<file path="src/rtl/audio_buf_pkg.sv">
package audio_buf_pkg;

  // register addresses
  localparam int ADDR_CTRL   = 0;
  localparam int ADDR_STATUS = 1;
  localparam int ADDR_RXDATA = 2;
  localparam int ADDR_TXDATA = 3;

  // bit positions
  localparam int OVF_BIT     = 26;
  localparam int IDLE_BIT    = 25;
  localparam int RXFULL_BIT  = 0;
  localparam int TXFULL_BIT  = 1;
  localparam int OVFEN_BIT   = 0;
  localparam int IDLEEN_BIT  = 1;

  typedef struct packed {
    logic loadRx;
    logic readRx;
    logic writeTx;
    logic takeTx;
    logic wrCtrl;
    logic wrStatus;
  } bufStrobes_t;

endpackage

</file>
<file path="src/rtl/audio_buf_ctrl.sv">
module audio_buf_ctrl
  import audio_buf_pkg::*;
#(
  parameter int ADDR_W = 2
) (
  input  logic              clk,
  input  logic              rstN,
  input  logic              txMode,
  input  logic              portIdle,
  input  logic              shiftRxValid,
  input  logic              shiftTxTake,
  input  logic              regWrEn,
  input  logic              regRdEn,
  input  logic [ADDR_W-1:0] regAddr,
  input  logic              wrOvfBit,
  input  logic              wrOvfEn,
  input  logic              wrIdleEn,
  input  logic              rxFull,
  input  logic              txFull,
  output bufStrobes_t       stb,
  output logic              ovfFlag,
  output logic              idleFlag,
  output logic              ovfIntEn,
  output logic              idleIntEn,
  output logic              irq
);

  logic ovfEvent;
  logic clearReq;

  always_comb begin
    stb          = '0;
    stb.loadRx   = shiftRxValid;
    stb.takeTx   = shiftTxTake;
    stb.readRx   = regRdEn && (regAddr == ADDR_W'(ADDR_RXDATA));
    stb.writeTx  = regWrEn && (regAddr == ADDR_W'(ADDR_TXDATA));
    stb.wrCtrl   = regWrEn && (regAddr == ADDR_W'(ADDR_CTRL));
    stb.wrStatus = regWrEn && (regAddr == ADDR_W'(ADDR_STATUS));
  end

  // a same-cycle read or take drains the old word, so no loss
  always_comb begin
    if (txMode) ovfEvent = stb.writeTx && txFull && !stb.takeTx;
    else        ovfEvent = stb.loadRx  && rxFull && !stb.readRx;
    clearReq = stb.wrStatus && !wrOvfBit;
  end

  always_ff @(posedge clk) begin
    if (!rstN) begin
      ovfFlag   <= 1'b0;
      idleFlag  <= 1'b0;
      ovfIntEn  <= 1'b0;
      idleIntEn <= 1'b0;
      irq       <= 1'b0;
    end else begin
      if (stb.wrCtrl) begin
        ovfIntEn  <= wrOvfEn;
        idleIntEn <= wrIdleEn;
      end
      if (ovfEvent)      ovfFlag <= 1'b1;
      else if (clearReq) ovfFlag <= 1'b0;
      idleFlag <= portIdle;
      irq      <= (ovfFlag && ovfIntEn) || (idleFlag && idleIntEn);
    end
  end

  // an event sets the flag on the next edge, enable or not
  a_r2_ovf_sets: assert property (@(posedge clk) disable iff (!rstN)
    ovfEvent |=> ovfFlag);

  // receive loads in transmit mode never raise the flag
  a_r5_mode_gate: assert property (@(posedge clk) disable iff (!rstN)
    (txMode && !ovfFlag && !stb.writeTx) |=> !ovfFlag);

  // without a clearing write the flag is sticky
  a_r6_sticky: assert property (@(posedge clk) disable iff (!rstN)
    (ovfFlag && !stb.wrStatus) |=> ovfFlag);

  // idle flag tracks the input one cycle later
  a_r7_idle_follow: assert property (@(posedge clk) disable iff (!rstN)
    1'b1 |=> (idleFlag == $past(portIdle)));

  // enabled flags reach the interrupt line
  a_r8_irq_ovf: assert property (@(posedge clk) disable iff (!rstN)
    (ovfFlag && ovfIntEn) |=> irq);

  a_r8_irq_quiet: assert property (@(posedge clk) disable iff (!rstN)
    (!ovfIntEn && !idleIntEn) |=> !irq);

endmodule

</file>
<file path="src/rtl/audio_buf_data.sv">
module audio_buf_data
  import audio_buf_pkg::*;
#(
  parameter int DATA_W = 24,
  parameter int BUS_W  = 32,
  parameter int ADDR_W = 2
) (
  input  logic              clk,
  input  logic              rstN,
  input  bufStrobes_t       stb,
  input  logic [DATA_W-1:0] shiftRxData,
  input  logic [DATA_W-1:0] wrWord,
  input  logic [ADDR_W-1:0] regAddr,
  input  logic              ovfFlag,
  input  logic              idleFlag,
  input  logic              ovfIntEn,
  input  logic              idleIntEn,
  output logic              rxFull,
  output logic              txFull,
  output logic [DATA_W-1:0] shiftTxData,
  output logic [BUS_W-1:0]  regRdData
);

  logic [DATA_W-1:0] rxWord;
  logic [DATA_W-1:0] txWord;

  always_ff @(posedge clk) begin
    if (!rstN) begin
      rxWord <= '0;
      txWord <= '0;
      rxFull <= 1'b0;
      txFull <= 1'b0;
    end else begin
      if (stb.loadRx)      begin rxWord <= shiftRxData; rxFull <= 1'b1; end
      else if (stb.readRx) rxFull <= 1'b0;
      if (stb.writeTx)     begin txWord <= wrWord; txFull <= 1'b1; end
      else if (stb.takeTx) txFull <= 1'b0;
    end
  end

  assign shiftTxData = txWord;

  always_comb begin
    regRdData = '0;
    case (regAddr)
      ADDR_W'(ADDR_CTRL): begin
        regRdData[OVFEN_BIT]  = ovfIntEn;
        regRdData[IDLEEN_BIT] = idleIntEn;
      end
      ADDR_W'(ADDR_STATUS): begin
        regRdData[OVF_BIT]    = ovfFlag;
        regRdData[IDLE_BIT]   = idleFlag;
        regRdData[RXFULL_BIT] = rxFull;
        regRdData[TXFULL_BIT] = txFull;
      end
      ADDR_W'(ADDR_RXDATA): regRdData[DATA_W-1:0] = rxWord;
      ADDR_W'(ADDR_TXDATA): regRdData[DATA_W-1:0] = txWord;
      default: regRdData = '0;
    endcase
  end

  // a load always lands the new word
  a_r3_overwrite: assert property (@(posedge clk) disable iff (!rstN)
    stb.loadRx |=> (rxWord == $past(shiftRxData)));

  // read without load empties the receive buffer
  a_r9_rx_clear: assert property (@(posedge clk) disable iff (!rstN)
    (stb.readRx && !stb.loadRx) |=> !rxFull);

  // take without write empties the transmit buffer
  a_r9_tx_clear: assert property (@(posedge clk) disable iff (!rstN)
    (stb.takeTx && !stb.writeTx) |=> !txFull);

  // a write always fills the transmit buffer
  a_r4_tx_fill: assert property (@(posedge clk) disable iff (!rstN)
    stb.writeTx |=> (txFull && txWord == $past(wrWord)));

endmodule

</file>
<file path="src/rtl/audio_buf_status.sv">
module audio_buf_status
  import audio_buf_pkg::*;
#(
  parameter int DATA_W = 24,
  parameter int BUS_W  = 32,
  parameter int ADDR_W = 2
) (
  input  logic              clk,
  input  logic              rstN,
  input  logic              txMode,
  input  logic              portIdle,
  input  logic              shiftRxValid,
  input  logic [DATA_W-1:0] shiftRxData,
  input  logic              shiftTxTake,
  output logic [DATA_W-1:0] shiftTxData,
  input  logic              regWrEn,
  input  logic              regRdEn,
  input  logic [ADDR_W-1:0] regAddr,
  input  logic [BUS_W-1:0]  regWrData,
  output logic [BUS_W-1:0]  regRdData,
  output logic              irq
);

  bufStrobes_t stb;
  logic rxFull, txFull, ovfFlag, idleFlag, ovfIntEn, idleIntEn;
  logic unusedWrBits;

  assign unusedWrBits = ^regWrData;

  audio_buf_ctrl #(.ADDR_W(ADDR_W)) uCtrl (
    .clk(clk), .rstN(rstN), .txMode(txMode), .portIdle(portIdle),
    .shiftRxValid(shiftRxValid), .shiftTxTake(shiftTxTake),
    .regWrEn(regWrEn), .regRdEn(regRdEn), .regAddr(regAddr),
    .wrOvfBit(regWrData[OVF_BIT]), .wrOvfEn(regWrData[OVFEN_BIT]),
    .wrIdleEn(regWrData[IDLEEN_BIT]),
    .rxFull(rxFull), .txFull(txFull), .stb(stb),
    .ovfFlag(ovfFlag), .idleFlag(idleFlag),
    .ovfIntEn(ovfIntEn), .idleIntEn(idleIntEn), .irq(irq)
  );

  audio_buf_data #(.DATA_W(DATA_W), .BUS_W(BUS_W), .ADDR_W(ADDR_W)) uData (
    .clk(clk), .rstN(rstN), .stb(stb), .shiftRxData(shiftRxData),
    .wrWord(regWrData[DATA_W-1:0]), .regAddr(regAddr),
    .ovfFlag(ovfFlag), .idleFlag(idleFlag),
    .ovfIntEn(ovfIntEn), .idleIntEn(idleIntEn),
    .rxFull(rxFull), .txFull(txFull),
    .shiftTxData(shiftTxData), .regRdData(regRdData)
  );

endmodule

</file>
<file path="config.mk">
export PLATFORM = sky130hd
export DESIGN_NAME = audio_buf_status
export DESIGN_NICKNAME = d
export VERILOG_FILES = /design/src/rtl/audio_buf_pkg.sv /design/src/rtl/audio_buf_ctrl.sv /design/src/rtl/audio_buf_data.sv /design/src/rtl/audio_buf_status.sv
export SDC_FILE = /design/constraint.sdc
export NUM_CORES = 1
export LEC_CHECK = 0
export ABC_AREA = 1
export BUFFER_PORTS_ARGS = -buffer_cell sky130_fd_sc_hd__buf_2
export CAP_MARGIN = 30
export CELL_PAD_IN_SITES_DETAIL_PLACEMENT = 1
export CELL_PAD_IN_SITES_GLOBAL_PLACEMENT = 1
export CORE_MARGIN = 4
export CORE_UTILIZATION = 30
export CTS_CLUSTER_SIZE = 30
export DETAILED_ROUTE_END_ITERATION = 8
export PLACE_DENSITY = 0.77
export SLEW_MARGIN = 20
export SYNTH_ARGS = -nofsm -noshare
export SYNTH_HDL_FRONTEND = slang
export SYNTH_SLANG_ARGS = --single-unit
</file>
<file path="constraint.sdc">
create_clock -name clk -period 1.1 [get_ports clk]
set_input_delay 0.165 -clock clk [delete_from_list [all_inputs] [get_ports clk]]
set_output_delay 0.165 -clock clk [all_outputs]
set_load 0.01 [all_outputs]
</file>
Word-level counts from Yosys, hierarchy flattened
Index checks and enable logic that the tools add are counted.
{"block": "word_totals", "reg_bits": 55, "wordCells": 41}
{"block": "classes", "eq_ne": 3, "mux": 10, "reduce_logical": 19}
{"cell": "$pmux 22 s2", "count": 1}
{"cell": "$logic_and 1x1->1", "count": 11}
{"cell": "$pmux 2 s4", "count": 1}
{"cell": "$mux 1", "count": 7}
{"cell": "$reduce_bool 2->1", "count": 3}
{"cell": "$eq 2x2->1 const B", "count": 2}
{"cell": "$logic_not 1->1", "count": 3}
{"cell": "$eq 2x1->1 const B", "count": 1}
{"cell": "$logic_not 2->1", "count": 1}
{"cell": "$mux 2", "count": 1}
{"cell": "$logic_or 1x1->1", "count": 1}

Logic depth before layout (Yosys ltp)
Gate-level depths: netlist (run 1).
{"block": "logic_depth", "depth_word": 6, "depth_mapped": 7, "depth_no_buf": 7}

Cells and area by module
Synthesis (run 1) repeated with hierarchy kept, for this count alone.
{"block": "hier_totals", "hier_cells": 356, "area_unflattened_um2": 2499.9}
{"mod": "audio_buf_data", "instances": 1, "cells_per_inst": 318, "area_per_inst_um2": 2244.7}
{"mod": "audio_buf_ctrl", "instances": 1, "cells_per_inst": 38, "area_per_inst_um2": 255.2}

Least setup slack after synthesis (run 1)
OpenSTA, ideal clock, no wires.
{"block": "synth_path", "path_kind": "input to output", "startpoint": "in regAddr[1]", "endpoint": "out regRdData[10]", "t_arrival_ps": 834, "slack_ps": 101, "cell_stages": 4, "path_buffers": 2, "path_cell_list": "buf_4 -> nand2_4 -> clkbuf_1 -> o21ai_0"}
{"block": "synth_between", "elab_chain_len": 2, "word_cells_on_any_way": 3, "cone_classes": "eq/ne (2); mux (1)"}
{"element": "start, declared", "line": "audio_buf_status.sv:18", "rtl": "input logic [ADDR_W-1:0] regAddr,"}
{"element": "$eq 2x2->1", "line": "audio_buf_data.sv:45", "rtl": "case (regAddr)"}
{"element": "$pmux 22 s2 *", "line": "audio_buf_data.sv:45"}
{"element": "end, declared", "line": "audio_buf_status.sv:20", "rtl": "output logic [BUS_W-1:0] regRdData,"}
Every way passes the cells marked *; elsewhere a longest branch is shown, timed or not.

Worst setup path after layout (run 1)
{"block": "layout_path", "startpoint": "reg uData.txWord[0], in the netlist uData.shiftTxData[0]", "endpoint": "out regRdData[0]"}
{"block": "layout_between", "elab_chain_len": 1}
{"element": "start, declared", "line": "audio_buf_data.sv:25", "rtl": "logic [DATA_W-1:0] txWord;"}
{"element": "start signal, assigned", "line": "audio_buf_data.sv:30", "rtl": "txWord <= '0;"}
{"element": "start signal, assigned", "line": "audio_buf_data.sv:36", "rtl": "if (stb.writeTx) begin txWord <= wrWord; txFull <= 1'b1; end"}
{"element": "$pmux 2 s4", "line": "audio_buf_data.sv:45"}
No other way between the ends.

==> results by group, run 1 <==
Setup path
  • FF-to-FF Start: uData.txFull
  • R2R Setup Slk: 320 ps
  • Crit path launch: uData.shiftTxData[0]
  • Worst EP required: 940 ps
  • R2R depth: 6
  • Crit path to: regRdData[0]
  • CP startpoint kind: flip-flop
  • Setup Crit Path Kind: reg2out
  • R2r endpoint: uCtrl.ovfFlag
  • Worst Path Arrival: 1020 ps
  • CP Capture Type: output pin
  • Largest fanout on the critical path: 2

Timing
  • Setup violations, final: 12
  • Fmax: 0.8460 GHz
  • RSZ-0062 raised after global routing: true
  • Final Hold Viols: 0
  • Clock Skews: 3.905 ps
  • Min cycle time layout: 1182 ps
  • Setup ws final: -81.99 ps
  • Final period util: 107.5%
  • Pins Over Slew Limit: 0

Global route
  • Total global routing track utilization: about 18%
  • Initial antenna violation count: 0
  • GRT overflow: 0
  • Largest net degree at the start of global routing: 53
  • Vias in the first global route: 2729
  • First-pass GRT wire length: 12900 um

Logic synthesis
  • Compound-gate portion of the synthesized area: 22.14%
  • Number of synthesized register bits: 55
  • Post-Synthesis Cells: 324
  • Largest family of logic cells by synthesized area: compound AO/OA/AOI/OAI gates
  • Multiplexer share of the synthesized area: 0%
  • Post-synthesis xor/xnor area fraction: 0%
  • Yosys warnings: 0
  • Post-synthesis adder-cell area fraction: 0%
  • Avg Cell Area, Syn: 7.221 um^2
  • Top cell type's share of synthesized area: between 40% and 50%
  • Yosys cell types: 18
  • Register area share after synthesis: between 40% and 50%
  • Area leader, netlist: dfxtp_1
  • Simple-Gate Fraction of Synth Area: 18.45%
  • Synth Cell Area: 2340 um^2
  • Dominant cells by area after synthesis: dfxtp_1 47%, o21ai_0 15%, nor2_1 9.0%

Final layout
  • # fillers: 946
  • Area growth syn-to-layout: 47.75%
  • Final Non-Filler Cells: 539
  • Most common cell after layout, fill and taps aside: buf_2
  • Commonest non-fill, non-tap cells in the layout: 107 x buf_2, 53 x nor2_1, 49 x dfxtp_2
  • Antenna fix cells: 0
  • Layout cells sized above 1: 56.82%
  • Final nets: between 500 and 600

Clocking
  • Skew-Pair Late Insertion Delay: about 310 ps
  • Clock sink count: between 50 and 60
  • CTS tree: done
  • CTS HTree Levels: 2
  • Clk buf depth: 2
  • Worst-path clk slew: 100 ps
  • Total CTS buffers: 5
  • CTS root buf: clkbuf_8

Floorplan
  • Initial Utilization: 31.58%
  • Die Height: 96.31 um
  • Num rows: 31
  • Top Ports: 123
  • Core Area: 7408 um^2
  • Die Footprint: 9276 um^2
  • Die Width: 96.31 um

Place
  • Buffers on Ports: 109
  • Cells after DPL: about 520
  • Pre-CTS WS: -64.75 ps
  • GP Congestion: about 0.8
  • Placed wire-length estimate: 5735 um

Detailed routing
  • Routed Antenna Nets: 0
  • WL/cell: 15.02 um
  • Residual DRC: 0
  • Pre-antenna DRT Iters: 3
  • Via density: 4.781
  • DRT iter0 DRCs: 54
  • Vias: 2577
  • Routed Wire Length: between 8000 and 9000 um

Power
  • Peak supply drop: 449.5 uV
  • Leak: 1.612 nW
  • Power density over the cells: between 1000 and 1500 nW/um^2

Status
  • Status: finished with violations
  • Failing checks: negative setup slack

Flow run
  • Maxcap violations: 0

Min path
  • Hold crit path type: in2reg
  • Hold depth: 3
[layout make-up]
cell class | instances | area (um^2) | share of cell area, %
sequential | 55 | 1162 | 33.62
multi-input combinational | 210 | 1141 | 33.01
timing repair buffer | 130 | 773.2 | 22.37
inverter | 37 | 138.9 | 4.017
tap | 99 | 123.9 | 3.583
clock buffer | 6 | 82.58 | 2.389
clock inverter | 2 | 35.03 | 1.013
[routing by layer]
layer,global-route usage [%],part of all wire (%),up-vias
li1,-,-,1268
met1,20.95,43,1224
met2,31.74,48,80
met3,5.551,7.9,5
met4,3.271,0.64,0
met5,0,0,-
[critical path, stage by stage, from the launching register on]
cell,delay (ps)
dfxtp_2,350
inv_2,40
o2111ai_2,160
buf_2,160
[synthesized netlist by cell type]
| library cell | count |
|---|---|
| buf_6 | 2 |
| clkbuf_1 | 14 |
| conb_1 | 1 |
| buf_4 | 7 |
| o2111ai_1 | 2 |
| buf_2 | 3 |
| nand3_1 | 27 |
| inv_2 | 3 |
| nand2_1 | 17 |
| buf_1 | 1 |
| o21ai_1 | 1 |
| a21oi_1 | 29 |
| o21ai_0 | 70 |
| nor2_4 | 1 |
| dfxtp_1 | 55 |
| nor2_1 | 56 |
| nand2_4 | 1 |
| inv_1 | 34 |
[per-stage QoR]
step	utilization (%)	total power [mW]	cell area [um^2]	hold WS (ps)	setup TNS [ps]
2_1_floorplan	-	2.553	2359	262.6	0
3_3_place_gp	40.69	2.844	3014	354.1	-70.52
3_5_place_dp	40.69	2.869	3014	359.5	-469.5
4_1_cts	45.74	4.383	3388	34.10	-607.9
5_1_grt	46.66	4.586	3457	42.87	-1817
6_report	46.66	4.368	3457	41.45	-294.1
[power breakdown]
group	internal, mW	switching (mW)	leakage (nW)
combinational	0.316	0.431	1.08
clock	0.738	0.680	0.0612
sequential	2.13	0.0729	0.471
total	3.18	1.18	1.61
[flip-flops by register name, summed over array words and instances (netlist names)]
signal / count
uData.shiftTxData: 24
uCtrl.ovfIntEn: 1
uCtrl.idleFlag: 1
uData.txFull: 1
uCtrl.idleIntEn: 1
uCtrl.irq: 1
uCtrl.ovfFlag: 1
uData.rxFull: 1
uData.rxWord: 24
[kinds of logic after synthesis]
logic type | Yosys count
compound gates | 102
simple gates | 102
buf+inv | 64
flops | 55
other cells | 1
[worst min path at each step]
stage | slack [ps] | to | start
3_3_place_gp | 350 | uCtrl.idleFlag | portIdle
6_report | 40 | uCtrl.idleFlag | portIdle
2_1_floorplan | 260 | uCtrl.idleFlag | portIdle
4_1_cts | 30 | uCtrl.idleFlag | portIdle
5_1_grt | 40 | uCtrl.idleFlag | portIdle
3_5_place_dp | 360 | uCtrl.idleFlag | portIdle
[repair_timing]
action	CTS	global route
pin swaps	24	4
endpoints found under the setup margin	26	28
hold buffers	0	0
setup buffers	9	1
resized for setup	111	22
cloned	0	0
No activity file was read; power rests on OpenSTA's default activity.
==> inputs of run 2 (changes only) <==
--- a/config.mk
+++ b/config.mk
@@ -10,6 +10,7 @@
 export CAP_MARGIN = 30
 export CELL_PAD_IN_SITES_DETAIL_PLACEMENT = 1
 export CELL_PAD_IN_SITES_GLOBAL_PLACEMENT = 1
+export CORE_ASPECT_RATIO = 1.25
 export CORE_MARGIN = 4
 export CORE_UTILIZATION = 30
 export CTS_CLUSTER_SIZE = 30
==> results by group, run 2 (synthesized netlist as in run 1, its figures left out) <==
Status
  • Status: finished with violations
  • Failing checks: negative setup slack

Final layout
  • Layout cells sized above 1: 54.09% (-2.7 points)
  • Final core occ: 44.96% (-1.7 points)
  • Area of the multi-input gates: 1096 um^2 (-3.9%)
  • # fillers: 967 (+2.2%)
  • Final nets: 507 (+0.40%)
  • Most common cell after layout, fill and taps aside: buf_2
  • Fin area: 3367 um^2 (-2.6%)
  • Commonest non-fill, non-tap cells in the layout: 109 x buf_2, 55 x nor2_1, 50 x dfxtp_2
  • FF/Latch Area: 1164 um^2 (+0.11%)
  • Area growth syn-to-layout: 43.90%

Clocking
  • Skew-Pair Late Insertion Delay: 300 ps (about the same)
  • CTS HTree Levels: 2 (unchanged)
  • CTS tree: done
  • Clk buf depth: 2 (unchanged)
  • CTS root buf: clkbuf_8
  • Worst-path clk slew: 90 ps (about the same)
  • Total CTS buffers: 5 (unchanged)
  • Clock sink count: 55 (unchanged)

Setup path
  • Setup Crit Path Kind: in2out
  • Worst Path Arrival: 1030 ps (about the same)
  • FF-to-FF Start: uData.txFull
  • Largest fanout on the critical path: 5 (+3)
  • CP Capture Type: output pin
  • CP startpoint kind: primary input
  • R2R depth: 6 (unchanged)
  • Worst EP required: 940 ps (about the same)
  • Crit path launch: regAddr[1]

Timing
  • Fmax: 0.8374 GHz (-1.0%)
  • Pins Over Slew Limit: 0 (unchanged)
  • Final Hold Viols: 0 (unchanged)
  • Min cycle time layout: 1194 ps (+12.19 ps)
  • Setup violations, final: 23 (+11)
  • Clock Skews: 2.083 ps (-1.822 ps)
  • Setup ws final: -94.18 ps (-12.19 ps)
  • Final period util: 108.6% (+1.1 points)
  • RSZ-0062 raised after global routing: true

Place
  • Buffers on Ports: 109 (unchanged)
  • GP Congestion: 0.7500 (-3.6%)
  • Placed wire-length estimate: 5747 um (+0.21%)
  • Placed cell areas: 3000 um^2 (-0.46%)

Floorplan
  • Core Area: 7488 um^2 (+1.1%)
  • Top Ports: 123 (unchanged)
  • Die Height: 106.7 um (+11%)
  • Num rows: 35 (+13%)
  • Initial Utilization: 31.24% (-0.34 points)
  • Die Footprint: 9285 um^2 (about the same)
  • Die Width: 86.99 um (-9.7%)

Power
  • Sequential share of power: 55.0% (+4.6 points)
  • Net Sw Power: 1.139 mW (-3.8%)
  • Internal power: 2.866 mW (-10%)
  • Sw Ratio: 28.44% (+1.3 points)
  • Power density over the cells: 1189 nW/um^2 (-5.9%)
  • Clock share of power: 26.8% (-5.7 points)
  • Peak supply drop: 619.0 uV (+38%)
  • Leak: 1.570 nW (-2.6%)
  • Combinational Power Share: 18.1% (+1.0 points)

Detailed routing
  • WL/cell: 15.20 um (+1.2%)
  • DRT iter0 DRCs: 92 (+70%)
  • Highest metal used: met4
  • Pre-antenna DRT Iters: 4 (+1)
  • M1 wire length: 3265 um (-7.0%)
  • Residual DRC: 0 (unchanged)
  • Routed Antenna Nets: 0 (unchanged)
  • Routed Wire Length: 8099 um (about the same)
  • Met3 Wirelength: 476 um (-26%)
  • WL met2: 4221 um (+8.5%)
  • Vias: 2558 (-0.74%)
  • Via density: 4.799 (+0.38%)

Min path
  • Hold depth: 3 (unchanged)
  • Hold crit path type: in2reg
  • Hold_sp: portIdle

Global route
  • GRT overflow: 0 (unchanged)
  • First-pass GRT wire length: 12980 um (+0.58%)
  • Initial antenna violation count: 1 (+1)
  • Largest net degree at the start of global routing: 53 (unchanged)
  • Vias in the first global route: 2768 (+1.4%)
  • Total global routing track utilization: 17.48% (-0.28 points)

Flow run
  • Maxcap violations: 0 (unchanged)
run 2: cell count changes in the layout (fill, tap and decap cells not counted), moves of 3 or more:
cell     previous run  this run
o21ai_1            10        19
o21ai_2            13         4
buf_6               4         1
nand3_1             7        10
nand3_2            20        17
run 2: final cells by class:
class                      count  area share [%]
timing repair buffer         132           23.00
tap                           92           3.419
clock buffer                   5           2.044
antenna                        1         0.07432
inverter                      37           4.125
sequential                    55           34.56
clock inverter                 1          0.2230
multi-input combinational    210           32.55
run 2: per-layer routing:
metal	vias up	GRT usage, %
met4	0	5.122
met5	-	0
met3	11	3.305
met1	1198	19.39
li1	1274	-
met2	75	32.90
run 2: what timing repair did:
action,CTS,global route
hold buffers,0,0
setup buffers,9,2
gates cloned,0,0
hold endpoints to repair,0,0
gates resized for setup,111,12
pin swaps,24,1
setup endpoints to repair,26,26
run 2: per-stage QoR:
| step | worst slack [ps] | hold slack (ps) | TNS, ps | total power, mW | cells |
|---|---|---|---|---|---|
| 2_1_floorplan | 100.9 | 262.6 | 0 | 2.553 | 329 |
| 3_3_place_gp | -41.45 | 355.8 | -72.19 | 2.843 | 515 |
| 4_1_cts | -106.6 | 38.53 | -537.0 | 4.035 | 530 |
| 3_5_place_dp | -68.40 | 364.9 | -524.8 | 2.865 | 515 |
| 5_1_grt | -185.9 | 47.76 | -2167 | 4.217 | 533 |
| 6_report | -94.18 | 49.92 | -792.7 | 4.005 | 533 |
run 2: critical path, cell delays in order:
cell       delay, ps
buf_2            170
nor2_1           310
nand2_1          110
o2111ai_2        100
buf_2            160
run 2: worst paths after layout:
path,endpoint,slack (ps)
setup / recovery,regRdData[0],-90
setup reg to reg,uCtrl.ovfFlag,300
hold reg to reg,uData.shiftTxData[11],450
hold / removal,uCtrl.idleFlag,50
run 2: power groups by stage:
stage	Combinational (mW)	Clock (mW)	Sequential (mW)
final	0.727	1.07	2.20
after CTS	0.711	1.12	2.20
after detailed placement	0.652	0	2.21
after global placement	0.636	0	2.21
after global routing	0.816	1.18	2.22
after floorplan	0.330	0	2.22
